**src/rtl/dmem_pkg.sv**
```systemverilog
package dmem_pkg;
  // Where an access lands after address and mode decoding.
  typedef enum logic [1:0] {
    TGT_NONE = 2'd0,
    TGT_RAM  = 2'd1,
    TGT_SFR  = 2'd2
  } tgt_e;
endpackage

```
**src/rtl/dmem_route.sv**
```systemverilog
module dmem_route
  import dmem_pkg::*;
#(
  parameter int ADDR_W    = 8,
  parameter int RAM_BYTES = 192,
  parameter int SFR_BASE  = 128
) (
  input  logic [ADDR_W-1:0] addr,
  input  logic              indirect,
  output tgt_e              tgt
);
  localparam logic [ADDR_W:0] RAM_END  = RAM_BYTES[ADDR_W:0];
  localparam logic [ADDR_W:0] SFR_LOW  = SFR_BASE[ADDR_W:0];

  logic [ADDR_W:0] a_ext;
  assign a_ext = {1'b0, addr};

  always_comb begin
    if (!indirect && (a_ext >= SFR_LOW))
      tgt = TGT_SFR;       // direct upper half: SFR only
    else if (a_ext < RAM_END)
      tgt = TGT_RAM;       // low half any mode, overlap band indirect
    else
      tgt = TGT_NONE;      // indirect above RAM: nothing there
  end
endmodule

```
**src/rtl/dmem_array.sv**
```systemverilog
module dmem_array #(
  parameter int DATA_W = 8,
  parameter int DEPTH  = 192,
  parameter int AW     = 8
) (
  input  logic              clk,
  input  logic              we,
  input  logic              re,
  input  logic [AW-1:0]     addr,
  input  logic [DATA_W-1:0] wdata,
  output logic [DATA_W-1:0] rdata
);
  logic [DATA_W-1:0] mem [DEPTH];

  // Read samples the array before this edge's write lands: old data on collision.
  always_ff @(posedge clk) begin
    if (we) mem[addr] <= wdata;
    if (re) rdata <= mem[addr];
  end
endmodule

```
**src/rtl/dmem_rmux.sv**
```systemverilog
module dmem_rmux
  import dmem_pkg::*;
#(
  parameter int DATA_W = 8
) (
  input  logic              clk,
  input  logic              rst_n,
  input  logic              rd_fire,
  input  tgt_e              rd_tgt,
  input  logic [DATA_W-1:0] ram_q,
  input  logic [DATA_W-1:0] sfr_q,
  output logic [DATA_W-1:0] rd_data
);
  tgt_e sel_q;

  always_ff @(posedge clk) begin
    if (!rst_n)       sel_q <= TGT_NONE;
    else if (rd_fire) sel_q <= rd_tgt;
  end

  always_comb begin
    unique case (sel_q)
      TGT_RAM: rd_data = ram_q;
      TGT_SFR: rd_data = sfr_q;
      default: rd_data = '1;
    endcase
  end
endmodule

```
**src/rtl/dmem_steer.sv**
```systemverilog
module dmem_steer
  import dmem_pkg::*;
#(
  parameter int ADDR_W    = 8,
  parameter int DATA_W    = 8,
  parameter int RAM_BYTES = 192,
  parameter int SFR_BASE  = 128
) (
  input  logic              clk,
  input  logic              rst_n,
  input  logic [ADDR_W-1:0] acc_addr,
  input  logic              acc_indirect,
  input  logic              acc_rd,
  input  logic              acc_wr,
  input  logic [DATA_W-1:0] acc_wdata,
  output logic [DATA_W-1:0] rd_data,
  output logic [ADDR_W-1:0] sfr_addr,
  output logic [DATA_W-1:0] sfr_wdata,
  output logic              sfr_rd,
  output logic              sfr_wr,
  input  logic [DATA_W-1:0] sfr_rdata
);
  localparam int RAM_AW = $clog2(RAM_BYTES);

  tgt_e             tgt;
  tgt_e             rd_tgt;
  logic             ram_we;
  logic             ram_re;
  logic [DATA_W-1:0] ram_q;

  dmem_route #(
    .ADDR_W   (ADDR_W),
    .RAM_BYTES(RAM_BYTES),
    .SFR_BASE (SFR_BASE)
  ) u_route (
    .addr    (acc_addr),
    .indirect(acc_indirect),
    .tgt     (tgt)
  );

  assign ram_we = rst_n && acc_wr && (tgt == TGT_RAM);
  assign ram_re = rst_n && acc_rd && (tgt == TGT_RAM);

  dmem_array #(
    .DATA_W(DATA_W),
    .DEPTH (RAM_BYTES),
    .AW    (RAM_AW)
  ) u_array (
    .clk  (clk),
    .we   (ram_we),
    .re   (ram_re),
    .addr (acc_addr[RAM_AW-1:0]),
    .wdata(acc_wdata),
    .rdata(ram_q)
  );

  // SFR side: a combined read+write issues only the write strobe.
  assign sfr_addr  = acc_addr;
  assign sfr_wdata = acc_wdata;
  assign sfr_wr    = rst_n && acc_wr && (tgt == TGT_SFR);
  assign sfr_rd    = rst_n && acc_rd && !acc_wr && (tgt == TGT_SFR);

  assign rd_tgt = ((tgt == TGT_SFR) && acc_wr) ? TGT_NONE : tgt;

  dmem_rmux #(
    .DATA_W(DATA_W)
  ) u_rmux (
    .clk    (clk),
    .rst_n  (rst_n),
    .rd_fire(acc_rd),
    .rd_tgt (rd_tgt),
    .ram_q  (ram_q),
    .sfr_q  (sfr_rdata),
    .rd_data(rd_data)
  );
endmodule

```
**config.mk**
```make
export PLATFORM = sky130hd
export DESIGN_NAME = dmem_steer
export DESIGN_NICKNAME = d
export VERILOG_FILES = /design/src/rtl/dmem_pkg.sv /design/src/rtl/dmem_route.sv /design/src/rtl/dmem_array.sv /design/src/rtl/dmem_rmux.sv /design/src/rtl/dmem_steer.sv
export SDC_FILE = /design/constraint.sdc
export NUM_CORES = 1
export LEC_CHECK = 0
export ABC_CLOCK_PERIOD_IN_PS = 2800
export CORE_MARGIN = 2
export CORE_UTILIZATION = 55
export CTS_BUF_LIST = sky130_fd_sc_hd__clkbuf_8 sky130_fd_sc_hd__clkbuf_16
export CTS_CLUSTER_SIZE = 10
export DETAILED_ROUTE_END_ITERATION = 6
export PLACE_DENSITY = 0.74
export SYNTH_ARGS = -nofsm -noshare
export SYNTH_HDL_FRONTEND = slang
export SYNTH_SLANG_ARGS = --single-unit
export TNS_END_PERCENT = 20
```
**constraint.sdc**
```tcl
create_clock -name clk -period 2.8 [get_ports clk]
set_input_delay 0.56 -clock clk [delete_from_list [all_inputs] [get_ports clk]]
set_output_delay 0.56 -clock clk [all_outputs]
set_load 0.02 [all_outputs]
```
* Word-level counts from Yosys, hierarchy flattened
Memories as Yosys holds them, arrays and structs flattened. A register that Yosys moved wholly into a read port is not among the register bits.
Cells that the tools add are included.
** Storage, ports and cells
- Flip-flop bits (word level) :: 2
- Bits in latches :: 0
- RAM bits :: 1536
- ROM bits :: 0
- Input port bits :: 29
- Output and inout port bits :: 26
- Memories kept :: 1
** Memories
- u_array.mem :: words 192, width 8, read ports 1, clocked after memory_dff 1, write ports 1, RTL line dmem_array.sv:13 : logic [DATA_W-1:0] mem [DEPTH];
** Operators by class
- Add/sub/neg operators :: 0
- $mul :: 0
- Div/mod/pow operators :: 0
- $lt $le $gt $ge :: 2
- Equal/unequal tests :: 4
- Shifts and indexed selects :: 0
- Muxes and demuxes :: 6
- Bitwise gates (word level) :: 0
- Reduce and logical (&&, ||, !) cells :: 11
** Operator list (count)
- case mux 8 bit (2 select lines) :: 1
- logical AND 1 bit :: 9
- >= comparator 8 bit, second input constant :: 1
- < comparator 8 bit, second input constant :: 1
- equality test 2 x 1 -> 1 bit, second input constant :: 2
- equality test 2 bit, second input constant :: 2
- two-way mux 2 bit :: 2
- two-way mux 1 bit :: 3
- logical NOT 1 bit :: 2

* Depth between registers and ports, before layout
- Depth after elaboration :: 7
- Mapped depth :: 12
- Mapped depth without buffers :: 6

* Modules after synthesis
From an unflattened synthesis, not the netlist that was laid out.
** Unflattened totals
- Cells, all modules :: 2844
- Area, all modules :: 60142.7 sq um
** By module, submodules not included
- dmem_array :: times used 1, cells an instance 2793, area each 59727.3 sq um, sequential area each 46364.5 sq um
- dmem_rmux :: times used 1, cells an instance 21, area each 212.7 sq um, sequential area each 40.0 sq um
- dmem_steer :: times used 1, cells an instance 27, area each 183.9 sq um, sequential area each 0.0 sq um
- dmem_route :: times used 1, cells an instance 3, area each 18.8 sq um, sequential area each 0.0 sq um

* Least setup slack after synthesis
No wires, ideal clock.
- Path type :: input port to flip-flop
- Start point :: input acc_addr[1]
- End point :: memory u_array.mem[118][0] (enable)
- Arrival :: 2.543 ns
- Data required time :: 2.430 ns
- Path slack :: -0.113 ns
- Stages :: 10
- Buffers on the path :: 7
- Cells stage by stage :: buf_4 buf_6 buf_6 buf_4 buf_4 buf_2 nor2b_1 nand2_1 buf_2 nor2_1
** On the way
- Word-level cells in the longest chain between the ends :: 7
** Ends and longest elaborated chain
- from (decl) :: RTL line dmem_steer.sv:11 : input logic [ADDR_W-1:0] acc_addr,
- < comparator 8 bit or >= comparator 8 bit (tied branches) :: RTL line dmem_route.sv:21, dmem_route.sv:19
- two-way mux 1 bit or logical AND 1 bit (tied branches) :: RTL line dmem_route.sv:21, dmem_route.sv:19
- two-way mux 2 bit :: RTL line dmem_route.sv:19 : if (!indirect && (a_ext >= SFR_LOW))
- equality test 2 x 1 -> 1 bit :: RTL line dmem_steer.sv:41 : assign ram_we = rst_n && acc_wr && (tgt == TGT_RAM);
- logical AND 1 bit :: RTL line dmem_steer.sv:41
- two-way mux 1 bit :: RTL line dmem_array.sv:17 : if (we) mem[addr] <= wdata;
- two-way mux 1 bit (not written as such) :: RTL line dmem_array.sv:17
- to (decl) :: RTL line dmem_array.sv:13
Parallel ways exist; a longest one is shown, timed or not.

* Worst setup path after layout
- Start point :: input acc_addr[0]
- End point :: register u_array.rdata[0] (read register of u_array.mem), data pin
** On the way
- Word-level cells in the longest chain between the ends :: 5
** Ends and longest elaborated chain
- < comparator 8 bit or >= comparator 8 bit (tied branches) :: RTL line dmem_route.sv:21, dmem_route.sv:19
- two-way mux 1 bit or logical AND 1 bit (tied branches) :: RTL line dmem_route.sv:21, dmem_route.sv:19
- two-way mux 2 bit :: RTL line dmem_route.sv:19
- equality test 2 x 1 -> 1 bit :: RTL line dmem_steer.sv:42 : assign ram_re = rst_n && acc_rd && (tgt == TGT_RAM);
- logical AND 1 bit :: RTL line dmem_steer.sv:42
- to (decl) :: RTL line dmem_array.sv:11 : output logic [DATA_W-1:0] rdata
Parallel ways exist; a longest one is shown, timed or not.
A chain may end at the register's enable or synchronous reset.

==> impl_metrics.env <==
export IMPL_power_internal_w=0.0377
export IMPL_clkTransAtPathRegs_ps=50
export IMPL_antenna_left=0
export IMPL_finalWirelength_mm=159
export IMPL_grt_max_degree=193
export IMPL_vias=32700
export IMPL_yosys_warnings=0
export IMPL_synth_distinct_cells=58
export IMPL_ys_seq_area_share_pct=77.0
export IMPL_status="finished, final reports clean"
export IMPL_async_flop_share_pct=0
export IMPL_top_layer_used="met5"
export IMPL_drc=0
export IMPL_initial_core_util_pct=55.4
export IMPL_ir_worst_vdd_mv=0.661
export IMPL_drt_initial_drc_count=4535
export IMPL_post_place_ws_ps=-620
export IMPL_synth_ff_type="edfxtp_1"
export IMPL_final_fill_count=6744
export IMPL_synthesis_area_sq_mm=0.0603
export IMPL_routed_wl_met3_mm=17.8
export IMPL_p_sw_w=0.0100
export IMPL_syn_instance_count=2830
export IMPL_cts_setup_buffers=0
export IMPL_hold_violations=0
export IMPL_required_ps=3320
export IMPL_cts_root_buffer="clkbuf_16"
export IMPL_drive_above_1_share_pct=34.1
export IMPL_m1WireLength_mm=57.6
export IMPL_grt_pass1_vias=33000
export IMPL_max_freq_ghz=0.369
export IMPL_dr_wl_met2_mm=76.7
export IMPL_placed_area_sq_mm=0.0666
export IMPL_rsz0062_at_grt="false"
export IMPL_wl_per_cell_microns=32.5
export IMPL_fp_coreArea_sq_mm=0.109
export IMPL_dieWidth_microns=335
export IMPL_crit_top_cell="buf_4"
export IMPL_seq_power_share_pct=53.6
export IMPL_grt_usage_pct=28.7
export IMPL_clk_latency_ps=780
export IMPL_synth_edf_count=1544
export IMPL_synth_area_per_cell_sq_um=21.3
export IMPL_yosysTopAreaCell="edfxtp_1"
export IMPL_worstPathMaxFanout=13
export IMPL_min_period_over_period_pct=96.7
export IMPL_drv_cap=0
export IMPL_clock_power_share_pct=40.6
export IMPL_power_frac_comb_pct=5.8
export IMPL_startpoint_type="primary input"
export IMPL_grt_pass1_wl_mm=229
export IMPL_synth_area_top_cells="edfxtp_1 (77%), mux4_2 (14%), nor2_1 (1.4%)"
export IMPL_setup_tns_ps=0
export IMPL_cts_sinks=1546
export IMPL_slew_headroom_pct=25.3
export IMPL_port_buffers=54
export IMPL_die_h_microns=335
export IMPL_place_gp_congestion=0.931
export IMPL_pin_count=55
export IMPL_cts_tree="yes"
export IMPL_clock_path_buffers=3
export IMPL_cp_arrival_ps=3230
export IMPL_area_delta_synth_final_pct=18.1
export IMPL_hpwl_mm=99.9
export IMPL_slowest_stage="mux4_2"
export IMPL_synth_top_cell_area_share_pct=76.9
export IMPL_htree_levels=4
export IMPL_period_needed_ps=2710
export IMPL_synth_commonest_cells="edfxtp_1 (1544), mux4_2 (381), nor2_1 (232)"
export IMPL_first_pass_iters=6
export IMPL_drv_slew=0
export IMPL_stdcell_area_sq_mm=0.0712
export IMPL_crit_type="in2reg"
export IMPL_synth_fp_nets=2861
export IMPL_p_per_area_mw_per_mm2=670
export IMPL_globalRouteOverflowTotal=0
export IMPL_critPathCaptureType="register"
export IMPL_cts_made_buffers=173
export IMPL_setup_ws_ps=92.3
export IMPL_yosysMostFrequentCell="edfxtp_1"
export IMPL_path_cells="buf_8, buf_4, mux4_2, a22o_1, a221oi_1, o22ai_1, o21ai_0, buf_4, nand4_1"
export IMPL_fin_nets=3482
export IMPL_cpPeakStageDelay_ps=560
export IMPL_antenna_found_initial=3
export IMPL_fin_worst_skew_ps=31.9
export IMPL_switching_share_pct=21.0
export IMPL_setup_viol=0
export IMPL_leakagePower_nw=23.4
export IMPL_tightest_slew_ps=1120
export IMPL_rows=121
export IMPL_via_per_inst=6.70
export IMPL_ys_seq_elements=1546
export IMPL_holdWs_ps=404
export IMPL_hp_class="in2reg"
export IMPL_die_area_sq_mm=0.112
==> power groups by stage <==
| stage | clock, W | sequential (W) | combinational [W] |
|---|---|---|---|
| final | 0.0194 | 0.0255 | 0.00278 |
| after global placement | 0 | 0.0260 | 0.00267 |
| after floorplan | 0 | 0.0260 | 0.00129 |
| after CTS | 0.0195 | 0.0255 | 0.00276 |
| after global routing | 0.0204 | 0.0255 | 0.00289 |
| after detailed placement | 0 | 0.0260 | 0.00274 |
==> critical path, delay by kind of cell <==
| kind | cells | cell delay (ps) |
|---|---|---|
| AO/OA/AOI/OAI | 4 | 1260 |
| buffers and inverters | 3 | 720 |
| multiplexers | 1 | 560 |
| AND/OR/NAND/NOR | 1 | 90 |
==> final cells by class <==
class	count	area (sq um)	share of cell area (%)
Antenna cell	1	2.50	0.00352
Multi-Input combinational cell	1090	12700	17.9
Sequential cell	1546	46400	65.2
Timing Repair Buffer	635	5620	7.90
Inverter	5	18.8	0.0264
Clock inverter	19	219	0.308
Clock buffer	175	4380	6.15
Tap cell	1414	1770	2.49
==> worst paths after layout <==
path	from	end	slack, ps	depth (start not counted)
worst max-delay path	acc_addr[0]	u_array.rdata[0]$_DFFE_PP_	90	9
worst min-delay path	acc_wdata[2]	u_array.mem[171][2]$_DFFE_PP_	400	2
worst max register to register	u_array.mem[24][0]$_DFFE_PP_	u_array.rdata[0]$_DFFE_PP_	100	7
worst min register to register	u_rmux.sel_q[0]$_SDFFE_PN0P_	u_rmux.sel_q[0]$_SDFFE_PN0P_	500	1
==> metal layers <==
layer | GRT usage (%) | vias to the layer above
met5 | 0 | -
met4 | 11.7 | 2
met3 | 5.84 | 380
met2 | 45.6 | 2326
met1 | 39.3 | 17100
li1 | - | 12900
==> placed cells by master, fill, tap and decap left out, drive strengths merged, types with 16 or more instances in the layout <==
cell	netlist	final
nand2	84	84
clkdlybuf4s50	0	30
clkbuf	55	175
nor2b	20	20
edfxtp	1544	1544
o22ai	25	25
mux4	381	381
buf	134	596
nand3	43	43
nor2	232	232
a22oi	43	43
mux2i	71	71
a21oi	16	16
==> sequential cells by signal, indices dropped and copies added (netlist names) <==
register	flops
u_array.mem	1536
u_array.rdata	8
u_rmux.sel_q	2
==> what timing repair did <==
action                                  in CTS  in global routing
hold endpoints to repair                     0                  0
gates resized for setup                     10                  2
endpoints found under the setup margin      10                  9
pin swaps                                    0                  0
hold buffers                                 0                  0
==> metrics by stage <==
stage / instances / total power (W) / utilization, %
global route: 4884 / 0.0488 / 65.5
CTS: 4884 / 0.0478 / 65.4
detailed placement: 4690 / 0.0287 / 61.2
global placement: 4690 / 0.0287 / 61.2
finish: 4885 / 0.0477 / 65.5
floorplan: 2830 / 0.0273 / -
==> logic make-up after synthesis <==
kind of cell	count (synthesis)	share of synthesized area, %
flip-flops	1546	77.0
multiplexers	458	15.5
AND/OR/NAND/NOR	437	3.15
buffers and inverters	194	1.91
AO/OA/AOI/OAI	193	2.38
adder cells (fa/ha/maj)	2	0.0415
Power figures use the tool's default switching activity.
